$ cat config.mk
export PLATFORM = sky130hd
export DESIGN_NAME = lpm_ctrl
export DESIGN_NICKNAME = d
export VERILOG_FILES = /design/src/rtl/lpm_pkg.sv /design/src/rtl/lpm_rst_sync.sv /design/src/rtl/lpm_regs.sv /design/src/rtl/lpm_seq.sv /design/src/rtl/lpm_ctrl.sv
export SDC_FILE = /design/constraint.sdc
export NUM_CORES = 1
export LEC_CHECK = 0
export BUFFER_PORTS_ARGS = -buffer_cell sky130_fd_sc_hd__buf_2
export CAP_MARGIN = 20
export CORE_ASPECT_RATIO = 0.75
export CORE_MARGIN = 5
export CORE_UTILIZATION = 35
export DETAILED_ROUTE_END_ITERATION = 12
export PLACE_DENSITY = 0.64
export SETUP_SLACK_MARGIN = 0.1
export SLEW_MARGIN = 20
export SYNTH_ARGS = -nofsm -noshare
export SYNTH_HDL_FRONTEND = slang
export SYNTH_HIERARCHICAL = 1
export SYNTH_SLANG_ARGS = --single-unit
$ cat constraint.sdc
create_clock -name clk -period 9.67 [get_ports clk]
set_input_delay 0 -clock clk [delete_from_list [all_inputs] [get_ports clk]]
set_output_delay 0 -clock clk [all_outputs]
set_load 0.1 [all_outputs]
$ cat src/rtl/lpm_pkg.sv
package lpm_pkg;

  typedef enum logic [2:0] {
    ST_RUN,
    ST_LP,
    ST_WAKE,
    ST_DPD,
    ST_BOOT
  } lpm_state_e;

  localparam logic [1:0] M_SLEEP  = 2'd0;
  localparam logic [1:0] M_DSLEEP = 2'd1;
  localparam logic [1:0] M_PDOWN  = 2'd2;
  localparam logic [1:0] M_DPD    = 2'd3;

  localparam int PC_LOCK_BIT = 3;
  localparam int PC_SLPF_BIT = 8;
  localparam int PC_DPDF_BIT = 11;
  localparam int DC_W        = 4;

  typedef struct packed {
    logic core_clk;
    logic periph_clk;
    logic flash_pwr;
    logic flash_stby;
    logic main_pwr;
    logic reboot;
  } lpm_gate_t;

endpackage

$ cat src/rtl/lpm_rst_sync.sv
module lpm_rst_sync (
  input  logic clk,
  input  logic arst_n,
  output logic srst_n
);

  logic [1:0] sh_q;
  logic [1:0] sh_d;

  always_comb sh_d = {sh_q[0], 1'b1};

  always_ff @(posedge clk or negedge arst_n) begin
    if (!arst_n) sh_q <= 2'b00;
    else         sh_q <= sh_d;
  end

  assign srst_n = sh_q[1];

endmodule

$ cat src/rtl/lpm_regs.sv
module lpm_regs
  import lpm_pkg::*;
#(
  parameter int DW     = 32,
  parameter int AW     = 5,
  parameter int NUM_GP = 4
) (
  input  logic                clk,
  input  logic                aon_rst_n,
  input  logic                main_rst_n,
  input  logic                reboot_clr,
  input  logic                sel,
  input  logic                wr,
  input  logic [AW-1:0]       addr,
  input  logic [DW-1:0]       wdata,
  output logic [DW-1:0]       rdata,
  input  logic                slp_set,
  input  logic                dpd_set,
  output logic [1:0]          mode,
  output logic                lock,
  output logic [DC_W-1:0]     dpdc
);

  localparam int IDX_W   = AW - 2;
  localparam int DPDC_IX = NUM_GP + 1;

  logic [IDX_W-1:0]  idx;
  logic              we;
  logic              pcon_hit;
  logic              dpdc_hit;
  logic [NUM_GP-1:0] gp_hit;

  logic [DW-1:0] gp_q [NUM_GP];
  logic [1:0]    mode_q, mode_d;
  logic          slpf_q, slpf_d;
  logic          lock_q, lock_d;
  logic          dpdf_q, dpdf_d;
  logic [DC_W-1:0] dpdc_q, dpdc_d;
  logic [DW-1:0] pcon_rd;

  assign idx      = addr[AW-1:2];
  assign we       = sel & wr;
  assign pcon_hit = we && (idx == IDX_W'(0));
  assign dpdc_hit = we && (idx == IDX_W'(DPDC_IX));

  for (genvar g = 0; g < NUM_GP; g++) begin : g_gp_dec
    assign gp_hit[g] = we && (idx == IDX_W'(g + 1));
  end

  // next-state logic
  always_comb begin
    mode_d = mode_q;
    if (reboot_clr)    mode_d = M_SLEEP;
    else if (pcon_hit) mode_d = wdata[1:0];

    slpf_d = slpf_q;
    if (reboot_clr)                        slpf_d = 1'b0;
    else if (slp_set)                      slpf_d = 1'b1;
    else if (pcon_hit && wdata[PC_SLPF_BIT]) slpf_d = 1'b0;

    lock_d = lock_q | (pcon_hit & wdata[PC_LOCK_BIT]);

    dpdf_d = dpdf_q;
    if (dpd_set)                             dpdf_d = 1'b1;
    else if (pcon_hit && wdata[PC_DPDF_BIT]) dpdf_d = 1'b0;

    dpdc_d = dpdc_hit ? wdata[DC_W-1:0] : dpdc_q;
  end

  // main domain: lost on system reset and on reboot
  always_ff @(posedge clk or negedge main_rst_n) begin
    if (!main_rst_n) begin
      mode_q <= M_SLEEP;
      slpf_q <= 1'b0;
    end else begin
      mode_q <= mode_d;
      slpf_q <= slpf_d;
    end
  end

  // always-on domain: cleared only at power-on
  always_ff @(posedge clk or negedge aon_rst_n) begin
    if (!aon_rst_n) begin
      lock_q <= 1'b0;
      dpdf_q <= 1'b0;
      dpdc_q <= '0;
      for (int i = 0; i < NUM_GP; i++) gp_q[i] <= '0;
    end else begin
      lock_q <= lock_d;
      dpdf_q <= dpdf_d;
      dpdc_q <= dpdc_d;
      for (int i = 0; i < NUM_GP; i++) begin
        if (gp_hit[i]) gp_q[i] <= wdata;
      end
    end
  end

  always_comb begin
    pcon_rd              = '0;
    pcon_rd[1:0]         = mode_q;
    pcon_rd[PC_LOCK_BIT] = lock_q;
    pcon_rd[PC_SLPF_BIT] = slpf_q;
    pcon_rd[PC_DPDF_BIT] = dpdf_q;
  end

  always_comb begin
    rdata = '0;
    if (sel && !wr) begin
      if (idx == IDX_W'(0))       rdata = pcon_rd;
      if (idx == IDX_W'(DPDC_IX)) rdata = DW'(dpdc_q);
      for (int i = 0; i < NUM_GP; i++) begin
        if (idx == IDX_W'(i + 1)) rdata = gp_q[i];
      end
    end
  end

  assign mode = mode_q;
  assign lock = lock_q;
  assign dpdc = dpdc_q;

  p_lock_sticky_r3: assert property (@(posedge clk) disable iff (!aon_rst_n)
    lock_q |=> lock_q);

  p_dpd_flag_hold_r7: assert property (@(posedge clk) disable iff (!aon_rst_n)
    (dpdf_q && !(pcon_hit && wdata[PC_DPDF_BIT])) |=> dpdf_q);

endmodule

$ cat src/rtl/lpm_seq.sv
module lpm_seq
  import lpm_pkg::*;
#(
  parameter int WAKE_CYC = 4,
  parameter int BOOT_CYC = 8
) (
  input  logic      clk,
  input  logic      rst_n,
  input  logic      wfi,
  input  logic      irq,
  input  logic      wake_pin,
  input  logic      wake_tick,
  input  logic      flash_rdy,
  input  logic [1:0] mode,
  input  logic      lock,
  input  logic      pad_dis,
  output logic      slp_set,
  output logic      dpd_set,
  output lpm_gate_t gate
);

  localparam int CNT_MAX = (WAKE_CYC > BOOT_CYC) ? WAKE_CYC : BOOT_CYC;
  localparam int CNT_W   = $clog2(CNT_MAX + 1);

  lpm_state_e       st_q, st_d;
  logic [1:0]       lpm_q, lpm_d;
  logic [CNT_W-1:0] cnt_q, cnt_d;
  logic             pin_q;
  logic [1:0]       eff_mode;
  logic             wake_ev;

  assign eff_mode = (mode == M_DPD && lock) ? M_PDOWN : mode;
  assign wake_ev  = (wake_pin & ~pin_q & ~pad_dis) | wake_tick;

  always_comb begin
    st_d    = st_q;
    lpm_d   = lpm_q;
    cnt_d   = cnt_q;
    slp_set = 1'b0;
    dpd_set = 1'b0;
    case (st_q)
      ST_RUN: if (wfi) begin
        if (eff_mode == M_DPD) begin
          st_d    = ST_DPD;
          dpd_set = 1'b1;
        end else begin
          st_d    = ST_LP;
          lpm_d   = eff_mode;
          slp_set = 1'b1;
        end
      end
      ST_LP: if (irq) begin
        st_d  = ST_WAKE;
        cnt_d = '0;
      end
      ST_WAKE: begin
        if (cnt_q == CNT_W'(WAKE_CYC - 1)) begin
          if (flash_rdy) st_d = ST_RUN;
        end else begin
          cnt_d = cnt_q + 1'b1;
        end
      end
      ST_DPD: if (wake_ev) begin
        st_d  = ST_BOOT;
        cnt_d = '0;
      end
      ST_BOOT: begin
        if (cnt_q == CNT_W'(BOOT_CYC - 1)) begin
          if (flash_rdy) st_d = ST_RUN;
        end else begin
          cnt_d = cnt_q + 1'b1;
        end
      end
      default: st_d = ST_RUN;
    endcase
  end

  always_ff @(posedge clk or negedge rst_n) begin
    if (!rst_n) begin
      st_q  <= ST_RUN;
      lpm_q <= M_SLEEP;
      cnt_q <= '0;
      pin_q <= 1'b0;
    end else begin
      st_q  <= st_d;
      lpm_q <= lpm_d;
      cnt_q <= cnt_d;
      pin_q <= wake_pin;
    end
  end

  always_comb begin
    gate = '{core_clk: 1'b1, periph_clk: 1'b1, flash_pwr: 1'b1,
             flash_stby: 1'b0, main_pwr: 1'b1, reboot: 1'b0};
    case (st_q)
      ST_LP: begin
        gate.core_clk   = 1'b0;
        gate.periph_clk = (lpm_q == M_SLEEP);
        gate.flash_pwr  = (lpm_q != M_PDOWN);
        gate.flash_stby = (lpm_q == M_DSLEEP);
      end
      ST_WAKE: gate.core_clk = 1'b0;
      ST_DPD: gate = '0;
      ST_BOOT: begin
        gate.core_clk   = 1'b0;
        gate.periph_clk = 1'b0;
        gate.reboot     = 1'b1;
      end
      default: ;
    endcase
  end

  p_lock_blocks_dpd_r4: assert property (@(posedge clk) disable iff (!rst_n)
    (st_q == ST_RUN && wfi && lock) |=> (st_q != ST_DPD));

  p_irq_ignored_dpd_r9: assert property (@(posedge clk) disable iff (!rst_n)
    (st_q == ST_DPD && !wake_tick && !(wake_pin && !pin_q && !pad_dis)) |=> (st_q == ST_DPD));

endmodule

$ cat src/rtl/lpm_ctrl.sv
module lpm_ctrl
  import lpm_pkg::*;
#(
  parameter int DW       = 32,
  parameter int AW       = 5,
  parameter int NUM_GP   = 4,
  parameter int WAKE_CYC = 4,
  parameter int BOOT_CYC = 8
) (
  input  logic          clk,
  input  logic          por_n,
  input  logic          rst_n,
  input  logic          bus_sel,
  input  logic          bus_wr,
  input  logic [AW-1:0] bus_addr,
  input  logic [DW-1:0] bus_wdata,
  output logic [DW-1:0] bus_rdata,
  input  logic          wfi,
  input  logic          irq_pend,
  input  logic          wake_pin,
  input  logic          wake_tick,
  input  logic          flash_rdy,
  output logic          core_clk_en,
  output logic          periph_clk_en,
  output logic          flash_pwr_en,
  output logic          flash_stby,
  output logic          main_pwr_en,
  output logic          sys_reboot,
  output logic          wake_hyst_en,
  output logic          wake_pad_dis,
  output logic          lposc_en,
  output logic          lposc_dpd_en
);

  logic            aon_srst_n;
  logic            main_srst_n;
  logic            main_arst_n;
  logic [1:0]      mode;
  logic            lock;
  logic [DC_W-1:0] dpdc;
  logic            slp_set, dpd_set;
  lpm_gate_t       gate;

  assign main_arst_n = por_n & rst_n;

  lpm_rst_sync u_aon_rst  (.clk(clk), .arst_n(por_n),       .srst_n(aon_srst_n));
  lpm_rst_sync u_main_rst (.clk(clk), .arst_n(main_arst_n), .srst_n(main_srst_n));

  lpm_regs #(.DW(DW), .AW(AW), .NUM_GP(NUM_GP)) u_regs (
    .clk(clk), .aon_rst_n(aon_srst_n), .main_rst_n(main_srst_n),
    .reboot_clr(gate.reboot), .sel(bus_sel), .wr(bus_wr), .addr(bus_addr),
    .wdata(bus_wdata), .rdata(bus_rdata), .slp_set(slp_set), .dpd_set(dpd_set),
    .mode(mode), .lock(lock), .dpdc(dpdc)
  );

  lpm_seq #(.WAKE_CYC(WAKE_CYC), .BOOT_CYC(BOOT_CYC)) u_seq (
    .clk(clk), .rst_n(aon_srst_n), .wfi(wfi), .irq(irq_pend),
    .wake_pin(wake_pin), .wake_tick(wake_tick), .flash_rdy(flash_rdy),
    .mode(mode), .lock(lock), .pad_dis(dpdc[1]),
    .slp_set(slp_set), .dpd_set(dpd_set), .gate(gate)
  );

  assign core_clk_en   = gate.core_clk;
  assign periph_clk_en = gate.periph_clk;
  assign flash_pwr_en  = gate.flash_pwr;
  assign flash_stby    = gate.flash_stby;
  assign main_pwr_en   = gate.main_pwr;
  assign sys_reboot    = gate.reboot;
  assign wake_hyst_en  = dpdc[0];
  assign wake_pad_dis  = dpdc[1];
  assign lposc_en      = dpdc[2];
  assign lposc_dpd_en  = dpdc[3];

  p_core_after_rdy_r8: assert property (@(posedge clk) disable iff (!aon_srst_n)
    $rose(core_clk_en) |-> $past(flash_rdy));

  p_dpd_all_off_r9: assert property (@(posedge clk) disable iff (!aon_srst_n)
    !main_pwr_en |-> (!core_clk_en && !periph_clk_en && !flash_pwr_en));

endmodule

# Yosys cells after proc, flatten, opt, wreduce, memory -nomap -nowiden
# Cells that the tools add are included.
[op_classes]
n_addsub = 1
multipliers = 0
div_mod_pow = 0
order_cmp = 0
n_eq_ne = 22
n_shift = 0
muxes = 39
n_bitwise = 10
n_reduce_logical = 23
[ops]
columns = ["op", "n"]
rows = [
  ["$mux 32", 5],
  ["$mux 12", 2],
  ["$mux 3", 6],
  ["$mux 4", 4],
  ["$pmux 4 s4", 1],
  ["$pmux 3 s5", 1],
  ["$mux 1", 14],
  ["$eq 3x2->1 const B", 4],
  ["$logic_and 1x1->1", 10],
  ["$ne 2x2->1 const B", 5],
  ["$reduce_and 5->1", 2],
  ["$eq 3x3->1 const B", 3],
  ["$mux 2", 4],
  ["$eq 3x1->1 const B", 2],
  ["$logic_not 3->1", 2],
  ["$ne 2x1->1 const B", 3],
  ["$and 1x1->1", 5],
  ["$add 4x1->4 const B", 1],
  ["$eq 2x2->1 const B", 2],
  ["$eq 4x2->1 const B", 1],
  ["$eq 4x3->1 const B", 1],
  ["$pmux 2 s2", 1],
  ["$reduce_bool 2->1", 2],
  ["$reduce_bool 4->1", 1],
  ["10 further kinds", 13],
]
[word_totals]
ff_bits = 151
latch_bits = 0
ram_bits = 0
rom_bits = 0
in_bits = 47
output_inout_bits = 42
wordCells = 110
memories = 0

# Longest topological paths before layout
# Gate-level depths: netlist of run 1.
[logic_depth]
depth_word = 9
depth_mapped = 6
ltp_nobuf = 5

# By module
# Netlist of run 1, hierarchy kept.
[by_module_without_submodules]
columns = ["module", "instances", "cells_each", "area_each_um2", "seq_area_each_um2"]
rows = [
  ["lpm_regs", 1, 480, 6358.6, 3428.3],
  ["lpm_seq", 1, 76, 683.2, 250.2],
  ["lpm_rst_sync", 2, 3, 53.8, 50.0],
  ["lpm_ctrl", 1, 1, 6.3, 0.0],
]

# Worst setup path before layout of run 1
# OpenSTA, ideal clock, no wires.
[synth_path]
path_type = "register to output"
start = "register u_seq.st_q[0]"
end = "output flash_stby"
t_arrival_ns = 4.047
required_ns = 9.670
path_slack_ns = 5.623
path_stages_with_launch = 5
path_buffers = 1
cell_sequence = "dfrtp_1 > clkbuf_1 > nor2b_1 > inv_1 > nor4b_1"
[synth_between]
elab_chain_len = 2
word_cells_on_any_way = 3
cone_classes = "2 x eq/ne; 1 x mux"
[synth_rtl]
columns = ["item", "line_no", "text"]
rows = [
  ["start: declaration", "lpm_seq.sv:25", "lpm_state_e st_q, st_d;"],
  ["start signal: assignment", "lpm_seq.sv:85", "st_q <= st_d;"],
  ["$eq 3x2->1 or $eq 3x1->1 (tied branches)", "lpm_seq.sv:95", "case (st_q)"],
  ["$pmux 2 s2 (*)", "lpm_seq.sv:95", ""],
  ["end: declaration", "lpm_ctrl.sv:26", "output logic flash_stby,"],
]
# Every way passes the cells marked *; elsewhere a longest branch is shown, timed or not.

# Final worst setup path of run 1
[layout_path]
start = "input bus_addr[4]"
end = "output bus_rdata[1]"
[layout_between]
elab_chain_len = 8
word_cells_on_any_way = 13
cone_classes = "5 x eq/ne; 7 x mux; 1 x reduce/logical"
[layout_rtl]
columns = ["item", "line_no", "text"]
rows = [
  ["start: declaration", "lpm_ctrl.sv:15", "input logic [AW-1:0] bus_addr,"],
  ["$logic_not 3->1", "lpm_regs.sv:109", "if (idx == IDX_W'(0)) rdata = pcon_rd;"],
  ["$mux 12", "lpm_regs.sv:109", ""],
  ["$mux 12", "lpm_regs.sv:110", "if (idx == IDX_W'(DPDC_IX)) rdata = DW'(dpdc_q);"],
  ["$mux 32 (3 in series)", "lpm_regs.sv:112", "if (idx == IDX_W'(i + 1)) rdata = gp_q[i];"],
  ["$mux 32 (*)", "lpm_regs.sv:112", ""],
  ["$mux 32 (*)", "lpm_regs.sv:108", "if (sel && !wr) begin"],
  ["end: declaration", "lpm_ctrl.sv:17", "output logic [DW-1:0] bus_rdata,"],
]
# Marked as above.

==> Flow_metrics.wiki, run 1 <==
{| class="wikitable"
! Metric !! Value
|-
| Outcome || complete, no violations
|-
| Die boundary height || roughly 130 microns
|-
| Initial DRC count || 324
|-
| Startpoint kind of the worst setup timing path || input pin
|-
| Global-route usage over all layers || 16.2%
|-
| Endpoints failing setup || 0
|-
| Fraction of power spent switching nets || 33.5%
|-
| Htree depth || 4
|-
| FF-to-FF Start || u_seq/st_q[1]
|-
| Fillers || ~1,800
|-
| Clock root buffer master || sky130_fd_sc_hd__clkbuf_16
|-
| Share of total power in sequential cells || between 40% and 50%
|-
| Pin slew with the least headroom to its limit || 1030 ps
|-
| Total length of routed wires || 18.7 mm
|-
| Fraction of final layout cells sized beyond drive strength 1 || 39.0%
|-
| Total chip power || roughly 2000 uW
|-
| Instance count after placement with tap cells included || 878
|-
| Total of max-cap violations || 0
|-
| Setup tns final || 0 ps
|-
| Post-DR vias/cell || approximately 5.4
|-
| Net total in the final layout || 727
|-
| Post-CTS Hold Fix Bufs || 39
|-
| Area Growth Syn to Fin || 24.3%
|-
| Clock tree from TritonCTS || built
|-
| Die area || between 20,000 and 25,000 sq um
|-
| DRC || 0
|-
| Dominant register cell in the synthesized netlist || sky130_fd_sc_hd__dfrtp_1
|-
| Cell Rows || 45
|-
| Switching power total || 682 uW
|-
| Comb power frac || 26.2%
|-
| Number of buffers added for setup after CTS || 0
|-
| Synthesis-stage register bit count || 151
|-
| Critical path type || in2out
|-
| Number of resized instances in the post-cts repair step || 0
|-
| Number of top-level design ports || 89
|-
| First-pass GRT wire length || 30.1 mm
|-
| Register-to-Register Setup Slack || 7770 ps
|-
| Footprint of the flip-flops and latches || 3780 sq um
|-
| Internal power consumption || 1350 uW
|-
| Via count of the first global-routing pass || 5,643
|-
| Total congestion overflow || 0
|-
| Number of synthesis warnings || 6
|-
| Max Buffers Root-to-Sink || 2
|-
| Core area || just over 20,000 sq um
|-
| Number of cells traversed by the worst register-to-register path || 4
|-
| Source of the critical timing path || bus_addr[4]
|-
| Static leakage power || 0.00383 uW
|-
| Fraction of synthesis flops using an asynchronous set or reset pin || 100%
|-
| Net count after synthesis || 611
|-
| Synthesized netlist cell count || around 560
|-
| Sinks on the clock net || 151
|-
| Hold violation count in the final report || 0
|-
| Sort of element at the end of the critical path || output port
|-
| Worst hold path type || in2async
|-
| Maximum fanout encountered on the critical timing path || 44
|-
| Netlist cell types || 49
|-
| Initial DRT Pass Iterations || 4
|-
| Detailed-placement wirelength estimate || 12.1 mm
|-
| Share of synthesized area occupied by flip-flops and latches || 52.8%
|-
| Commonest cells after routing, fill and taps aside || sky130_fd_sc_hd__dfrtp_1, sky130_fd_sc_hd__mux2_2, sky130_fd_sc_hd__buf_2, sky130_fd_sc_hd__dlygate4sd3_1, sky130_fd_sc_hd__mux2_1
|-
| Most frequent standard cell in the layout excluding fill and tap cells || sky130_fd_sc_hd__dfrtp_1
|-
| VDD IR-drop max || 115 uV
|-
| Gpl congestion || about 0.8
|-
| Setup skew after layout || a little over 8 ps
|-
| Pwr Density || 229 nW/um^2
|-
| Slew margin rel. || approximately a third
|-
| Initial cell density of the core || 35.5%
|-
| Antenna violations before repair || 1
|-
| Final setup margin || 7350 ps
|-
| Wire length per cell after detailed routing || 19.6 microns
|-
| # port buffers || 86
|-
| Crit path arrival time || 2320 ps
|-
| Minimum clock period || 2320 ps
|-
| Number of buffers created by CTS || 17
|-
| Endpoint of the worst-slack reg-to-reg timing path || u_seq/cnt_q[0]
|-
| Antenna violation net count after detailed routing || 0
|-
| Area of the multi-input gates || 3200 sq um
|-
| Largest net degree at the start of global routing || 89
|-
| Period utilization || 24.0%
|-
| CP endpoint || bus_rdata[1]
|-
| Die boundary width || 175 microns
|-
| Clock transition at the register clock pins on the worst setup and hold paths after CTS || roughly 60 ps
|-
| Max-slew violation count || 0
|-
| Maximum achievable frequency || 0.431 GHz
|-
| Cell area after technology mapping || 7160 sq um
|-
| Worst Path Required || 9670 ps
|-
| Post-synth EDFFs || 0
|-
| Post-layout instance count excluding filler cells || 951
|-
| Clock insertion delay at the later pin of the skew report || 420 ps
|-
| Portion of total power attributed to the clock network || roughly 30%
|-
| Post-Place Worst Slack || 7100 ps
|-
| Via Count || 5,109
|-
| Unrepaired setup endpoints after global routing || false
|-
| Synthesized area per cell || 12.7 sq um
|}
## worst min path at each step
stage / startpoint / to / slack (ps) / cells after the start
final: por_n / u_main_rst/sh_q[0] / 30 / 3
after global routing: por_n / u_main_rst/sh_q[0] / 40 / 3
after CTS: por_n / u_main_rst/sh_q[0] / 10 / 3
after detailed placement: por_n / u_aon_rst/sh_q[0] / -200 / 1
after global placement: por_n / u_aon_rst/sh_q[0] / -210 / 1
after floorplan: por_n / u_aon_rst/sh_q[0] / -300 / 0
## flip-flops by register name (all words and copies together) (netlist names)
register,count
u_main_rst/sh_q,2
u_regs/mode,2
u_seq/cnt_q,4
u_regs/dpdc,4
u_seq/lpm_q,2
u_regs/slpf_q,1
u_regs/lock,1
u_aon_rst/sh_q,2
u_seq/st_q,3
u_regs/dpdf_q,1
u_seq/pin_q,1
u_regs/gp_q,128
## cell usage after synthesis (5+ instances only)
cell type | number | share of area (%)
sky130_fd_sc_hd__a21oi_1 | 35 | 2.4
sky130_fd_sc_hd__nor2_1 | 13 | 0.68
sky130_fd_sc_hd__o21ai_0 | 6 | 0.42
sky130_fd_sc_hd__nand3b_1 | 34 | 3.6
sky130_fd_sc_hd__clkbuf_1 | 14 | 0.73
sky130_fd_sc_hd__inv_1 | 11 | 0.58
sky130_fd_sc_hd__a22oi_1 | 26 | 2.7
sky130_fd_sc_hd__dfrtp_1 | 151 | 53
sky130_fd_sc_hd__mux2_1 | 36 | 5.7
sky130_fd_sc_hd__buf_1 | 5 | 0.26
sky130_fd_sc_hd__nor2b_1 | 7 | 0.61
sky130_fd_sc_hd__nand3_1 | 5 | 0.35
sky130_fd_sc_hd__nand2_1 | 8 | 0.42
sky130_fd_sc_hd__buf_2 | 20 | 1.4
sky130_fd_sc_hd__nand2b_1 | 6 | 0.52
sky130_fd_sc_hd__mux2_2 | 129 | 20
## power by group through the flow
stage / logic, uW / clock network (uW) / registers, uW
3_3_place_gp: 495 / 0 / 885
5_1_grt: 576 / 654 / 910
2_1_floorplan: 408 / 0 / 887
3_5_place_dp: 518 / 0 / 902
4_1_cts: 532 / 624 / 892
6_report: 534 / 611 / 890
## routing by layer
metal	global-route usage, %	vias to the layer above	part of all wire (%)
met1	21.0	2641	45
met2	26.9	141	48
li1	-	2302	-
met5	0	-	0
met4	5.23	0	1.6
met3	3.69	25	5.2
## through the flow
step | utilization (%) | hold WS (ps) | instance area, sq um
after global routing | 44.1 | 43.4 | 8890
after floorplan | - | -296 | 7160
after detailed placement | 39.3 | -203 | 7930
after CTS | 44.0 | 9.56 | 8870
final | 44.1 | 33.1 | 8890
after global placement | 38.8 | -207 | 7820
## critical path, stage by stage
cell and delay, ps:
sky130_fd_sc_hd__buf_2 380, sky130_fd_sc_hd__nor2b_2 630, sky130_fd_sc_hd__buf_4 410, sky130_fd_sc_hd__o21ai_0 140, sky130_fd_sc_hd__a31oi_1 250, sky130_fd_sc_hd__buf_2 480
## cell type report
class	instances	share of cell area, %
tap	258	3.63
clock buffer	18	4.94
multi-input combinational	362	36.0
sequential	151	42.5
antenna	1	0.0281
inverter	11	0.464
timing repair buffer	136	11.2
clock inverter	14	1.24
## cells by family after synthesis
family	count (synthesis)	synth area share (%)
compound gates	100	9.37
xor+xnor	1	0.122
fa+ha+maj	1	0.175
buf+inv	50	2.97
flops	151	52.8
mux	169	26.5
other cells	2	0.105
simple gates	89	7.92
No activity file was read; power rests on OpenSTA's default activity.
==> inputs of run 2 (changes only) <==
clock period = 2.3 ns   (was 9.67 ns; I/O delays follow)
==> run 2 against run 1 <==
  * Combinational power rose to 4.5 times the previous value
  * Power rose to 4.2 times the previous value
  * Critical path depth fell by 2
  * Cell area rose by 5.7%
  * First-iteration DRC count rose by 4.3%
  * Critical endpoint is now sys_reboot
==> Flow_metrics.wiki, run 2 (same netlist as run 1, synthesis figures left out) <==
{| class="wikitable"
! Metric !! Value
|-
| Number of top-level design ports || 89 (unchanged)
|-
| Largest incremental delay on the critical path || 480 ps (-150 ps)
|-
| Die boundary width || 175 microns (unchanged)
|-
| Critical-path top delay cell || sky130_fd_sc_hd__dfrtp_1
|-
| Bufs and invs on worst path || 2 (-1)
|-
| Slew margin rel. || 37.5% (+6.1 points)
|-
| Post-DR vias/cell || 5.27 (-1.8%)
|-
| Maximum fanout encountered on the critical timing path || 13 (-70%)
|-
| Setup tns final || 0 ps (unchanged)
|-
| Instance count after placement with tap cells included || 887 (+1.0%)
|-
| Most frequent standard cell in the layout excluding fill and tap cells || sky130_fd_sc_hd__dfrtp_1
|-
| Clock root buffer master || sky130_fd_sc_hd__clkbuf_16
|-
| Endpoints failing setup || 0 (unchanged)
|-
| Number of flip-flops under the largest register name || 128 (unchanged)
|-
| Largest net degree at the start of global routing || 75 (-16%)
|-
| Fillers || 1,768 (-3.8%)
|-
| Number of buffers added for setup after CTS || 0 (unchanged)
|-
| Hold violation count in the final report || 0 (unchanged)
|-
| # port buffers || 86 (unchanged)
|-
| Register-to-Register Setup Slack || 450 ps (-7320 ps)
|-
| Critical path type || reg2out
|-
| Sort of element at the end of the critical path || output port
|-
| Total stage count of the critical path || 4 (-2)
|-
| Wire length per cell after detailed routing || 19.3 microns (-1.8%)
|-
| Endpoint of the worst-slack reg-to-reg timing path || u_seq/cnt_q[0]
|-
| Initial cell density of the core || 35.5% (unchanged)
|-
| Antenna Cells || 0 (-1)
|-
| Worst hold path type || in2async
|-
| Detailed-placement wirelength estimate || 12.2 mm (+1.2%)
|-
| CP endpoint || sys_reboot
|-
| Cell Rows || 45 (unchanged)
|-
| Kind of cell adding the most delay to the critical path || buffers and inverters
|-
| Antenna violation net count after detailed routing || 0 (unchanged)
|-
| Global-route usage over all layers || 16.1% (-0.053 points)
|-
| Antenna violations before repair || 0 (-1)
|-
| Unrepaired setup endpoints after global routing || false
|-
| Outcome || complete, no violations
|-
| Register bank with the most flops || u_regs/gp_q
|-
| Pin slew with the least headroom to its limit || 937 ps (-91.2 ps)
|-
| Die area || 23,400 sq um (unchanged)
|-
| Cells traversed along the worst timing path || buf_4 > nand2b_1 > nor2_2 > buf_2
|-
| Clock tree from TritonCTS || built
|-
| Die boundary height || 134 microns (unchanged)
|-
| Max-slew violation count || 0 (unchanged)
|-
| Setup skew after layout || 3.64 ps (-4.45 ps)
|-
| Max Buffers Root-to-Sink || 2 (unchanged)
|-
| Clock insertion delay at the later pin of the skew report || 420 ps (about the same)
|-
| Startpoint kind of the worst setup timing path || flop
|-
| Initial DRC count || 338 (+4.3%)
|-
| Period utilization || between 80% and 90%
|-
| Source of the critical timing path || u_seq/st_q[1]
|-
| Worst Path Required || 2300 ps (-7370 ps)
|-
| Sinks on the clock net || 151 (unchanged)
|-
| Htree depth || 4 (unchanged)
|-
| Core area || 20,200 sq um (unchanged)
|-
| Total length of routed wires || 18.4 mm (-1.5%)
|-
| Via Count || 5,026 (-1.6%)
|-
| Static leakage power || 0.00394 uW (+2.7%)
|-
| Commonest cells after routing, fill and taps aside || sky130_fd_sc_hd__dfrtp_1, sky130_fd_sc_hd__mux2_2, sky130_fd_sc_hd__buf_2, sky130_fd_sc_hd__dlygate4sd3_1, sky130_fd_sc_hd__mux2_1
|-
| Crit path arrival time || 2050 ps (-270 ps)
|-
| Pwr Density || 919 nW/um^2 (+300%)
|-
| Area Growth Syn to Fin || 31.4%
|-
| Fraction of final layout cells sized beyond drive strength 1 || 43.2% (+4.1 points)
|-
| Maximum achievable frequency || 0.488 GHz
|-
| Number of buffers created by CTS || 17 (unchanged)
|-
| Total of max-cap violations || 0 (unchanged)
|-
| Initial DRT Pass Iterations || 4 (unchanged)
|-
| Net total in the final layout || 734 (+0.96%)
|-
| FF-to-FF Start || u_seq/st_q[1]
|-
| First-pass GRT wire length || 30.0 mm (about the same)
|-
| VDD IR-drop max || 445 uV (+290%)
|-
| Gpl congestion || 0.783 (-3.6%)
|-
| Post-layout instance count excluding filler cells || 953 (+0.21%)
|-
| Total congestion overflow || 0 (unchanged)
|-
| Via count of the first global-routing pass || 5,551 (-1.6%)
|-
| Clock transition at the register clock pins on the worst setup and hold paths after CTS || 60 ps (about the same)
|-
| Minimum clock period || between 2000 and 2500 ps
|-
| DRC || 0 (unchanged)
|-
| Number of cells traversed by the worst register-to-register path || 5 (+1)
|}
## run 2: cell count changes in the layout (fill, tap and decap cells not counted), sizes merged
cell,delta
buf,+8
diode,-1
dlygate4sd3,-1
clkbuf,+4
clkinv,-2
clkinvlp,-6
## run 2: routing by layer
metal	part of all wire, %	GRT usage [%]	vias to the layer above
li1	-	-	2302
met3	4.1	4.23	22
met5	0	0	-
met4	1.8	4.97	0
met2	49	26.4	102
met1	46	21.0	2600
## run 2: layout make-up
type	instances	area [sq um]	area share, %
multi-input cells	362	3320	35.4
repair buffers	143	1410	15.0
well taps	258	323	3.43
flip-flops and latches	151	3780	40.2
clock inverters	6	55.1	0.585
clock buffers	22	464	4.94
inverters	11	41.3	0.439
## run 2: through the flow
step	total power (uW)	worst slack [ps]	utilization [%]	hold WS, ps	area (sq um)
6_report	8640	250	46.6	8.16	9400
3_3_place_gp	5980	349	42.2	-207	8500
5_1_grt	9080	109	46.6	39.2	9400
2_1_floorplan	5500	160	-	-296	7280
4_1_cts	8710	200	46.6	0.606	9400
3_5_place_dp	6120	283	42.2	-202	8500
## run 2: what timing repair did
item / CTS / global route
hold buffers: 38 / 0
cloned: 0 / 0
setup endpoints to repair: 1 / 1
gates resized for setup: 1 / 1
endpoints found under the hold margin: 144 / 0
## run 2: worst min-delay path by stage
stage               depth (start not counted)  start                  to  slack [ps]
detailed placement                          1  por_n   u_aon_rst/sh_q[0]        -200
floorplan                                   0  por_n   u_aon_rst/sh_q[0]        -300
global placement                            1  por_n   u_aon_rst/sh_q[0]        -210
global route                                3  por_n  u_main_rst/sh_q[0]          40
finish                                      3  por_n  u_main_rst/sh_q[0]           8
CTS                                         3  por_n  u_main_rst/sh_q[0]         0.6
## run 2: power by group
group	total, uW	leakage [uW]	switching, uW	internal [uW]
Combinational	2410	0.00182	1410	1000
Sequential	3720	0.00186	426	3290
Clock	2510	0.000261	1000	1510
Total	8640	0.00394	2840	5800
## run 2: tightest hold or removal path, delay by kind of cell
family                 cells  cell delay (ps)
buffers and inverters      2              620
and+or+nand+nor            1              150
